**config.mk**
```make
export PLATFORM = sky130hd
export DESIGN_NAME = sdram_bank_monitor
export DESIGN_NICKNAME = d
export VERILOG_FILES = /design/src/rtl/sdram_bank_monitor.sv
export SDC_FILE = /design/constraint.sdc
export NUM_CORES = 1
export LEC_CHECK = 0
export ABC_CLOCK_PERIOD_IN_PS = 5050
export CAP_MARGIN = 20
export CORE_UTILIZATION = 61
export CTS_CLUSTER_SIZE = 40
export DETAILED_ROUTE_END_ITERATION = 10
export PLACE_DENSITY = 0.85
export SYNTH_ARGS = -nofsm -noshare
export SYNTH_HDL_FRONTEND = slang
export SYNTH_SLANG_ARGS = --single-unit
```
**constraint.sdc**
```tcl
create_clock -name clk -period 5.05 [get_ports clk]
set_clock_uncertainty 0.2 [all_clocks]
set_input_delay 1.01 -clock clk [delete_from_list [all_inputs] [get_ports clk]]
set_output_delay 1.01 -clock clk [all_outputs]
set_load 0.02 [all_outputs]
```
**src/rtl/sdram_bank_monitor.sv**
```systemverilog
module sdram_bank_monitor #(
  parameter int NBANK = 4,
  parameter int TRCD  = 3,
  parameter int TRP   = 3,
  parameter int TRC   = 9,
  parameter int TRSC  = 2,
  localparam int BAW  = $clog2(NBANK)
) (
  input  logic                 clk,
  input  logic                 rst_n,
  input  logic                 cs_n,
  input  logic                 ras_n,
  input  logic                 cas_n,
  input  logic                 we_n,
  input  logic                 cke,
  input  logic [BAW-1:0]       ba,
  input  logic                 a10,
  input  logic [1:0]           bl_sel,
  output logic [3*NBANK-1:0]   bank_state,
  output logic                 illegal,
  output logic [1:0]           viol_code
);
  localparam logic [2:0] S_IDLE = 3'd0, S_ACTG = 3'd1, S_ACTV = 3'd2, S_RD = 3'd3,
                         S_WR = 3'd4, S_PRC = 3'd5, S_REF = 3'd6, S_MODE = 3'd7;
  localparam int M1   = (TRC > TRP) ? TRC : TRP;
  localparam int M2   = (TRCD > TRSC) ? TRCD : TRSC;
  localparam int M3   = (M1 > M2) ? M1 : M2;
  localparam int MAXT = (M3 > 8) ? M3 : 8;
  localparam int CW   = $clog2(MAXT + 1);

  logic [2:0]    st_q [NBANK];
  logic [2:0]    st_d [NBANK];
  logic [CW-1:0] cnt_q [NBANK];
  logic [CW-1:0] cnt_d [NBANK];
  logic          ap_q [NBANK];
  logic          ap_d [NBANK];
  logic [1:0]    bl_q;
  logic          cke_q;
  logic [1:0]    code;
  logic          all_idle;

  wire       sel   = !cs_n;
  wire [2:0] op    = {ras_n, cas_n, we_n};
  wire       c_act = sel && op == 3'b011;
  wire       c_rd  = sel && op == 3'b101;
  wire       c_wr  = sel && op == 3'b100;
  wire       c_pre = sel && op == 3'b010;
  wire       c_ref = sel && op == 3'b001;
  wire       c_mrs = sel && op == 3'b000;
  wire       c_bst = sel && op == 3'b110;

  wire [3:0]    blen    = 4'd1 << bl_q;
  wire [2:0]    ts      = st_q[ba];
  wire          tap     = ap_q[ba];
  wire          t_burst = ts == S_RD || ts == S_WR;
  wire          t_timed = ts == S_ACTG || ts == S_PRC || ts == S_REF || ts == S_MODE;

  function automatic logic [1:0] pre_chk(input logic [2:0] s, input logic ap);
    if (s == S_ACTG || s == S_REF || s == S_MODE) return 2'd3;
    if ((s == S_RD || s == S_WR) && ap) return 2'd1;
    return 2'd0;
  endfunction

  always_comb begin
    all_idle = 1'b1;
    for (int i = 0; i < NBANK; i++)
      if (st_q[i] != S_IDLE) all_idle = 1'b0;
  end

  always_comb begin
    code = 2'd0;
    if (!cke_q)                   code = 2'd0;
    else if (c_ref || c_mrs)      code = all_idle ? 2'd0 : 2'd2;
    else if (c_act)               code = t_timed ? 2'd3 : (ts == S_IDLE ? 2'd0 : 2'd1);
    else if (c_rd || c_wr || c_bst)
      code = t_timed ? 2'd3 : ((ts == S_IDLE || (t_burst && tap)) ? 2'd1 : 2'd0);
    else if (c_pre && !a10)       code = pre_chk(ts, tap);
    else if (c_pre && a10)
      for (int i = 0; i < NBANK; i++)
        if (pre_chk(st_q[i], ap_q[i]) > code) code = pre_chk(st_q[i], ap_q[i]);
  end

  always_comb begin
    for (int i = 0; i < NBANK; i++) begin
      st_d[i]  = st_q[i];
      cnt_d[i] = cnt_q[i];
      ap_d[i]  = ap_q[i];
      if (cke_q) begin
        case (st_q[i])
          S_ACTG:
            if (cnt_q[i] <= CW'(1)) st_d[i] = S_ACTV;
            else cnt_d[i] = cnt_q[i] - CW'(1);
          S_PRC, S_REF, S_MODE:
            if (cnt_q[i] <= CW'(1)) st_d[i] = S_IDLE;
            else cnt_d[i] = cnt_q[i] - CW'(1);
          S_RD, S_WR:
            if (cnt_q[i] <= CW'(1)) begin
              if (ap_q[i]) begin
                st_d[i] = S_PRC; cnt_d[i] = CW'(TRP - 1); ap_d[i] = 1'b0;
              end else st_d[i] = S_ACTV;
            end else cnt_d[i] = cnt_q[i] - CW'(1);
          default: ;
        endcase
        if (code == 2'd0) begin
          if (c_ref && cke) begin st_d[i] = S_REF;  cnt_d[i] = CW'(TRC - 1);  end
          if (c_mrs)        begin st_d[i] = S_MODE; cnt_d[i] = CW'(TRSC - 1); end
          if (ba == BAW'(i) && c_act) begin
            st_d[i] = S_ACTG; cnt_d[i] = CW'(TRCD - 1);
          end
          if (ba == BAW'(i) && (c_rd || c_wr)) begin
            if (blen == 4'd1) begin
              st_d[i] = a10 ? S_PRC : S_ACTV; cnt_d[i] = CW'(TRP - 1); ap_d[i] = 1'b0;
            end else begin
              st_d[i] = c_rd ? S_RD : S_WR; cnt_d[i] = CW'(blen - 4'd1); ap_d[i] = a10;
            end
          end
          if (ba == BAW'(i) && c_bst && (st_q[i] == S_RD || st_q[i] == S_WR)) begin
            st_d[i] = S_ACTV; ap_d[i] = 1'b0;
          end
          if (c_pre && (a10 || ba == BAW'(i)) &&
              (st_q[i] == S_ACTV || st_q[i] == S_RD || st_q[i] == S_WR)) begin
            st_d[i] = S_PRC; cnt_d[i] = CW'(TRP - 1); ap_d[i] = 1'b0;
          end
        end
      end
    end
  end

  always_ff @(posedge clk) begin
    if (!rst_n) begin
      for (int i = 0; i < NBANK; i++) begin
        st_q[i] <= S_IDLE; cnt_q[i] <= '0; ap_q[i] <= 1'b0;
      end
      bl_q      <= 2'd0;
      cke_q     <= 1'b1;
      illegal   <= 1'b0;
      viol_code <= 2'd0;
    end else begin
      for (int i = 0; i < NBANK; i++) begin
        st_q[i] <= st_d[i]; cnt_q[i] <= cnt_d[i]; ap_q[i] <= ap_d[i];
      end
      if (cke_q && c_mrs && code == 2'd0) bl_q <= bl_sel;
      cke_q     <= cke;
      illegal   <= code != 2'd0;
      viol_code <= code;
    end
  end

  for (genvar g = 0; g < NBANK; g++) begin : g_out
    assign bank_state[3*g +: 3] = st_q[g];

    a_r2_actg_exit: assert property (@(posedge clk) disable iff (!rst_n)
      st_q[g] == S_ACTG |=> (st_q[g] == S_ACTG || st_q[g] == S_ACTV));
    a_r4_burst_no_idle: assert property (@(posedge clk) disable iff (!rst_n)
      (st_q[g] == S_RD || st_q[g] == S_WR) |=> st_q[g] != S_IDLE);
    a_r6_prc_exit: assert property (@(posedge clk) disable iff (!rst_n)
      st_q[g] == S_PRC |=> (st_q[g] == S_PRC || st_q[g] == S_IDLE));
  end

  a_r7_ref_from_idle: assert property (@(posedge clk) disable iff (!rst_n)
    $rose(st_q[0] == S_REF) |-> $past(all_idle));
  a_r9_frozen: assert property (@(posedge clk) disable iff (!rst_n)
    !cke_q |=> $stable(bank_state));
  a_r9_no_flag: assert property (@(posedge clk) disable iff (!rst_n)
    !cke_q |=> !illegal);
endmodule

```
==> key figures, run 1 <==
Final layout
  – Layout cells sized above 1: 11.1%
  – Commonest non-fill, non-tap cells in the layout: nand2_1, nor2_1, o21ai_0
  – Most common cell after layout, fill and taps aside: nand2_1
  – ANT cells: 0
  – Area growth syn-to-layout: 12.4%
  – Final nets: 660
  – Fill count: 582

Synthesis
  – Most used DFF post-synth: dfxtp_1
  – Asr flop ratio synth: 0%
  – EDFF count, synth: 3
  – Seq/Total Area, Yosys: 18.4%
  – Count of cell types in the netlist: 77
  – Post-Syn Nets: between 600 and 700
  – Avg Cell Area, Syn: 7.04 um^2
  – Flops & latches, synth: 38
  – Yosys warns: 0
  – Post-Syn Instances: 609
  – Mapped Area: 4290 um^2

Global routing
  – Initial antenna violation count: 0
  – Vias in the first global route: 4791
  – Grt total ovfl: 0
  – Maximum number of pins on one net before global-route repair: 39
  – Wire length of the first global-routing pass: approximately 24000 um
  – Global-route usage over all layers: 42.1%

Placed design
  – Dpl hpwl: 11300 um
  – Routability cong.: 1.00
  – Port bufs: 26
  – Pre-CTS setup slack: ~0.21 ns

Pwr
  – Pwr per Cell Area: 258 nW/um^2
  – Pleak: 1.82 nW
  – Peak VDD IR: ~0.17 mV
  – Final Power: approximately 1.2 mW

Worst setup path
  – CP top delay family: compound AO/OA/AOI/OAI gates
  – CP required: 4.92 ns
  – Crit. path cell count: 23
  – Crit path largest cell delay: 0.36 ns
  – Reg-to-reg slack, setup: 0.34 ns
  – Cell mode on critical path: ha_1
  – Worst Path Arrival: 4.57 ns
  – Setup Crit Path Kind: register to register
  – CP bufs+invs: 3
  – CP max FO: 38
  – Slowest CP cell: dfxtp_1
  – Worst setup EP type: register
  – R2R cell count: 23
  – Cell Chain, Critical Path: buf_4, and3b_1, a211oi_2, ha_1, nor2_1, o21ai_0, o22ai_1, a32oi_2, ha_1, nor2_1, o22ai_2, o21ai_0, ha_1, nand2_1, o21ai_1, o2111ai_1, o2111a_1, o21a_1, o21ai_2, buf_12, and2_1, buf_4, a41o_1
  – Critical Path Start Type: register

Timing
  – Final setup TNS: 0 ns
  – Final slew viol count: 0
  – RSZ-0062 raised after global routing: no
  – Max Clock Freq: 212 MHz
  – Tcrit/Tclk final: 93.2%
  – Worst rel slew slack: 31.2%
  – Final setup violation count: 0
  – Setup ws final: 0.343 ns
  – Period minus WS final: 4.71 ns
  – Slew @ Worst Pin: 1.02 ns
  – Hold Fails Final Rpt: 0

Hold path
  – HP Class: register to register
  – Worst Hold Depth: 2

Clocking
  – H-tree depth: 2
  – CTS tree: built
  – Clock Tree Buf Depth: 2
  – Clk_lat worst skew: 0.30 ns
  – Root buf cell: clkbuf_8
  – Total CTS buffers: 5
  – CTS Sinks: 38
  – Clk slew on worst S/H paths: 0.08 ns

Floorplan
  – Die X: 85.9 um
  – Die Height: 85.9 um
  – Full die area: 7370 um^2
  – Initial Utilization: 63.1%
  – Std-Cell Rows: 30
  – IO Count: 27
  – Core Box Area: 6790 um^2

Drt
  – Routed len/inst: between 20 and 25 um
  – Drt drc: 0
  – Vias per cell: 7.17
  – DRT iter0 DRCs: 790
  – Routed WL: 15500 um
  – Vias: 5218
  – Detail Route Antenna Nets: 0
  – Drt first pass iters: 8

Job
  – Max-Cap Viols: 0

Outcome
  – Outcome: completed
-- Yosys cell counts (all sizes together) (3+ instances only) --
library cell,instances,share of area [%]
dfxtp,35,16
or3,3,0.44
o21a,9,1.6
o2111ai,4,0.96
nand2b,12,1.8
nor2,57,5.0
nand4,7,1.0
a32oi,4,0.82
mux2i,4,0.93
a21oi,43,5.0
o22ai,3,0.44
nor3b,13,2.4
o311ai,7,1.4
nand3b,3,0.53
a221o,6,1.4
a32o,4,0.93
a21boi,5,0.88
or4,4,0.70
a22oi,3,0.53
a31oi,16,2.3
a21o,4,0.70
a2111oi,3,0.76
and3,3,0.44
nor2b,13,2.1
or2,7,1.0
nor4,3,0.79
o221ai,12,2.6
o221a,3,0.79
o211ai,6,1.1
mux4,4,2.1
a211oi,6,1.3
nand2,71,6.2
nor3,17,2.0
buf,14,2.2
clkbuf,28,2.5
o21ai,51,6.0
inv,33,2.9
nand3,23,2.7
and2,7,1.0
a22o,6,1.2
edfxtp,3,2.1
ha,17,5.0
-- registers in the layout, indices dropped and copies added, names as in the netlist --
name       count
ap_q           4
bl_q           2
cke_q          1
cnt_q         16
illegal        1
st_q          12
viol_code      2
-- tightest hold or removal path, stage by stage, from the launching register on --
cell and delay, ns:
dfxtp_1 0.34, nand2_1 0.06, o311ai_1 0.07
-- repair_timing --
action                     CTS  global route
buffers inserted             0             5
setup endpoints to repair    0            31
resized for setup            0             5
hold buffers                 0             0
-- power by group --
group / switching [mW] / total, mW / internal (mW)
Sequential: 0.0535 / 0.383 / 0.329
Combinational: 0.382 / 0.635 / 0.253
Clock: 0.114 / 0.224 / 0.110
Total: 0.549 / 1.24 / 0.693
-- metal layers --
layer  GRT usage (%)  routed length (um)  up-vias
met5               0                   0        -
met4            17.4                 756        0
met3            8.28                2030       85
met2            67.7                6780      435
met1            55.3                5970     2367
li1                -                   -     2331
-- area by class of cell --
cell class              count  area (um^2)  area share [%]
flip-flops and latches     38          791            16.4
inverters                  33          124            2.57
multi-input cells         496         3190            66.1
repair buffers             57          505            10.5
clock inverters             1         5.00           0.104
well taps                  96          120            2.49
clock buffers               7         86.3            1.79
-- final timing paths --
kind                 end         from
max              ap_q[1]   st_q[0][2]
min          cnt_q[3][1]  cnt_q[3][1]
max reg2reg      ap_q[1]   st_q[0][2]
min reg2reg  cnt_q[3][1]  cnt_q[3][1]
-- cell families (layout without fill, tap and decap cells) --
family / Yosys count / count (layout) / synth area share, %
xor+xnor: 1 / 1 / 0.204
compound gates: 216 / 216 / 35.4
mux: 10 / 10 / 3.56
simple gates: 252 / 252 / 29.9
buf+inv: 75 / 98 / 7.56
fa+ha+maj: 17 / 17 / 4.96
flops: 38 / 38 / 18.4
-- per-stage QoR --
stage	cell area (um^2)	instances	hold WS, ns	utilization [%]
after detailed placement	4680	715	0.299	68.8
after CTS	4770	723	0.317	70.2
after global routing	4820	728	0.346	70.9
final	4820	728	0.318	70.9
after floorplan	4290	609	0.250	-
after global placement	4680	715	0.277	68.8
Power figures use the tool's default switching activity.
==> inputs of run 2 (changes only) <==
ABC_CLOCK_PERIOD_IN_PS = 4800   (was 5050)
clock period = 4.8 ns   (was 5.05 ns; I/O delays follow)
==> key figures, run 2 (synthesis results as in run 1) <==
Outcome
  – Outcome: completed

Timing
  – Period minus WS final: 4.64 ns (-0.0715 ns)
  – Hold Fails Final Rpt: 0 (unchanged)
  – Final setup TNS: 0 ns (unchanged)
  – Setup ws final: 0.165 ns (-0.178 ns)
  – Max Clock Freq: 216 MHz (+1.5%)
  – Final setup violation count: 0 (unchanged)
  – Slew @ Worst Pin: 1.01 ns (-0.00734 ns)
  – Tcrit/Tclk final: 96.6% (+3.4 points)
  – Final slew viol count: 0 (unchanged)
  – Min Hold Slack: 0.315 ns (-0.00323 ns)
  – Worst rel slew slack: 31.7% (+0.49 points)

Worst setup path
  – CP max FO: 16 (-58%)
  – CP Launch Point: st_q[0][2]
  – Worst Path Arrival: 4.50 ns (-0.07 ns)
  – R2R cell count: 23 (unchanged)
  – Critical Path Start Type: register
  – Setup Crit Path Kind: register to register
  – Worst setup EP type: register
  – CP required: 4.66 ns (-0.26 ns)
  – Critical R2R Launch: st_q[0][2]

Placed design
  – Pre-CTS setup slack: 0.0252 ns (-0.182 ns)
  – Dpl hpwl: 11000 um (-1.9%)
  – Placed cell areas: 4690 um^2 (+0.21%)
  – Port bufs: 26 (unchanged)
  – Placed Cells: 718 (+0.42%)
  – Routability cong.: 1.07 (+6.4%)

Clocking
  – Clk slew on worst S/H paths: 0.08 ns (about the same)
  – Clk_lat worst skew: 0.30 ns (about the same)
  – Total CTS buffers: 5 (unchanged)
  – H-tree depth: 2 (unchanged)
  – CTS Sinks: 38 (unchanged)
  – Root buf cell: clkbuf_8
  – Clock Tree Buf Depth: 2 (unchanged)
  – CTS tree: built
  – # Post-CTS Setup Buffers: 0 (unchanged)
  – Hold-fix buffers, CTS: 0 (unchanged)

Drt
  – Vias: 5143 (-1.4%)
  – Vias per cell: 7.08 (-1.2%)
  – Detail Route Antenna Nets: 0 (unchanged)
  – Routed len/inst: 21.2 um (-0.60%)
  – Drt drc: 0 (unchanged)
  – Routed WL: 15400 um (-0.87%)
  – DRT iter0 DRCs: 753 (-4.7%)
  – Drt first pass iters: 6 (-2)

Final layout
  – Largest registers: cnt_q (16), st_q (12), ap_q (4)
  – Final Instance Count excl. Fillers: 726 (-0.27%)
  – Commonest non-fill, non-tap cells in the layout: nand2_1, nor2_1, o21ai_0
  – Largest register by flop count: cnt_q
  – Layout cells sized above 1: 10.8% (-0.28 points)
  – ANT cells: 0 (unchanged)
  – Area growth syn-to-layout: 12.3% (about the same)
  – Largest register FFs: 16 (unchanged)
  – Post-layout instance area: 4820 um^2 (about the same)
  – Post-layout util: 70.9% (about the same)
  – Most common cell after layout, fill and taps aside: nand2_1
  – Final nets: 658 (-0.30%)

Global routing
  – Maximum number of pins on one net before global-route repair: 45 (+15%)
  – Grt total ovfl: 0 (unchanged)
  – Wire length of the first global-routing pass: 24000 um (-0.94%)
  – Initial antenna violation count: 0 (unchanged)
  – Global-route usage over all layers: 42.3% (+0.15 points)
  – Vias in the first global route: 4655 (-2.8%)

Job
  – Max-Cap Viols: 0 (unchanged)

Floorplan
  – Core Box Area: 6790 um^2 (unchanged)
  – IO Count: 27 (unchanged)
  – Die X: 85.9 um (unchanged)
  – Die Height: 85.9 um (unchanged)
  – Std-Cell Rows: 30 (unchanged)
  – Full die area: 7370 um^2 (unchanged)
  – Initial Utilization: 63.1% (unchanged)

Hold path
  – HP Class: register to register
  – Worst Hold Depth: 2 (unchanged)
  – Hold Crit Start: cnt_q[2][1]

Pwr
  – Peak VDD IR: 0.163 mV (-2.3%)
  – Final Power: 1.33 mW (+7.2%)
  – Pleak: 1.81 nW (-0.41%)
  – Pwr per Cell Area: 276 nW/um^2 (+7.2%)
## run 2: worst max-delay path, cell delays in order (launching register included)
cell	delay, ns
dfxtp_1	0.33
buf_4	0.19
and3b_1	0.18
a211oi_2	0.28
ha_1	0.32
nor2_1	0.09
o21ai_0	0.08
o22ai_1	0.16
a32oi_1	0.13
ha_1	0.23
nor2_1	0.23
o22ai_2	0.16
nand2_1	0.10
o21ai_0	0.10
ha_1	0.28
nand2_1	0.07
o21ai_2	0.07
o2111ai_1	0.10
o2111a_1	0.21
o21a_2	0.19
o21ai_4	0.09
and2_1	0.21
buf_4	0.18
a41o_1	0.21
## run 2: report_power, final
| group | switching [mW] | total [mW] | leakage [nW] | internal (mW) |
|---|---|---|---|---|
| clock | 0.130 | 0.265 | 0.0506 | 0.135 |
| sequential | 0.0546 | 0.401 | 0.319 | 0.346 |
| combinational | 0.400 | 0.665 | 1.44 | 0.265 |
## run 2: per-layer routing
layer  wire [um]  global-route usage, %
met3        1730                   7.03
met5           0                      0
met1        6220                   57.8
met2        6910                   65.6
met4         534                   18.5
## run 2: area by class of cell
cell class                 count  area (um^2)
multi-input combinational    496         3190
inverter                      33          124
clock buffer                   8          101
sequential                    38          791
timing repair buffer          55          489
tap                           96          120
fill                         567         1980
## run 2: path summary, 6_finish.rpt
path / slack [ns] / to
worst min register to register: 0.31 / cnt_q[2][1]
worst max-delay path: 0.16 / ap_q[1]
worst min-delay path: 0.31 / cnt_q[2][1]
worst max register to register: 0.16 / ap_q[1]
## run 2: repair_timing
item	in CTS	in global routing
setup endpoints to repair	1	33
gates resized for setup	1	8
hold endpoints to repair	0	0
pin swaps	0	1
==> inputs of run 3 (changes only) <==
CTS_CLUSTER_DIAMETER = 200   (was unset)
==> results of run 3 <==
Final layout, timing and power as in run 2 (identical DEF).
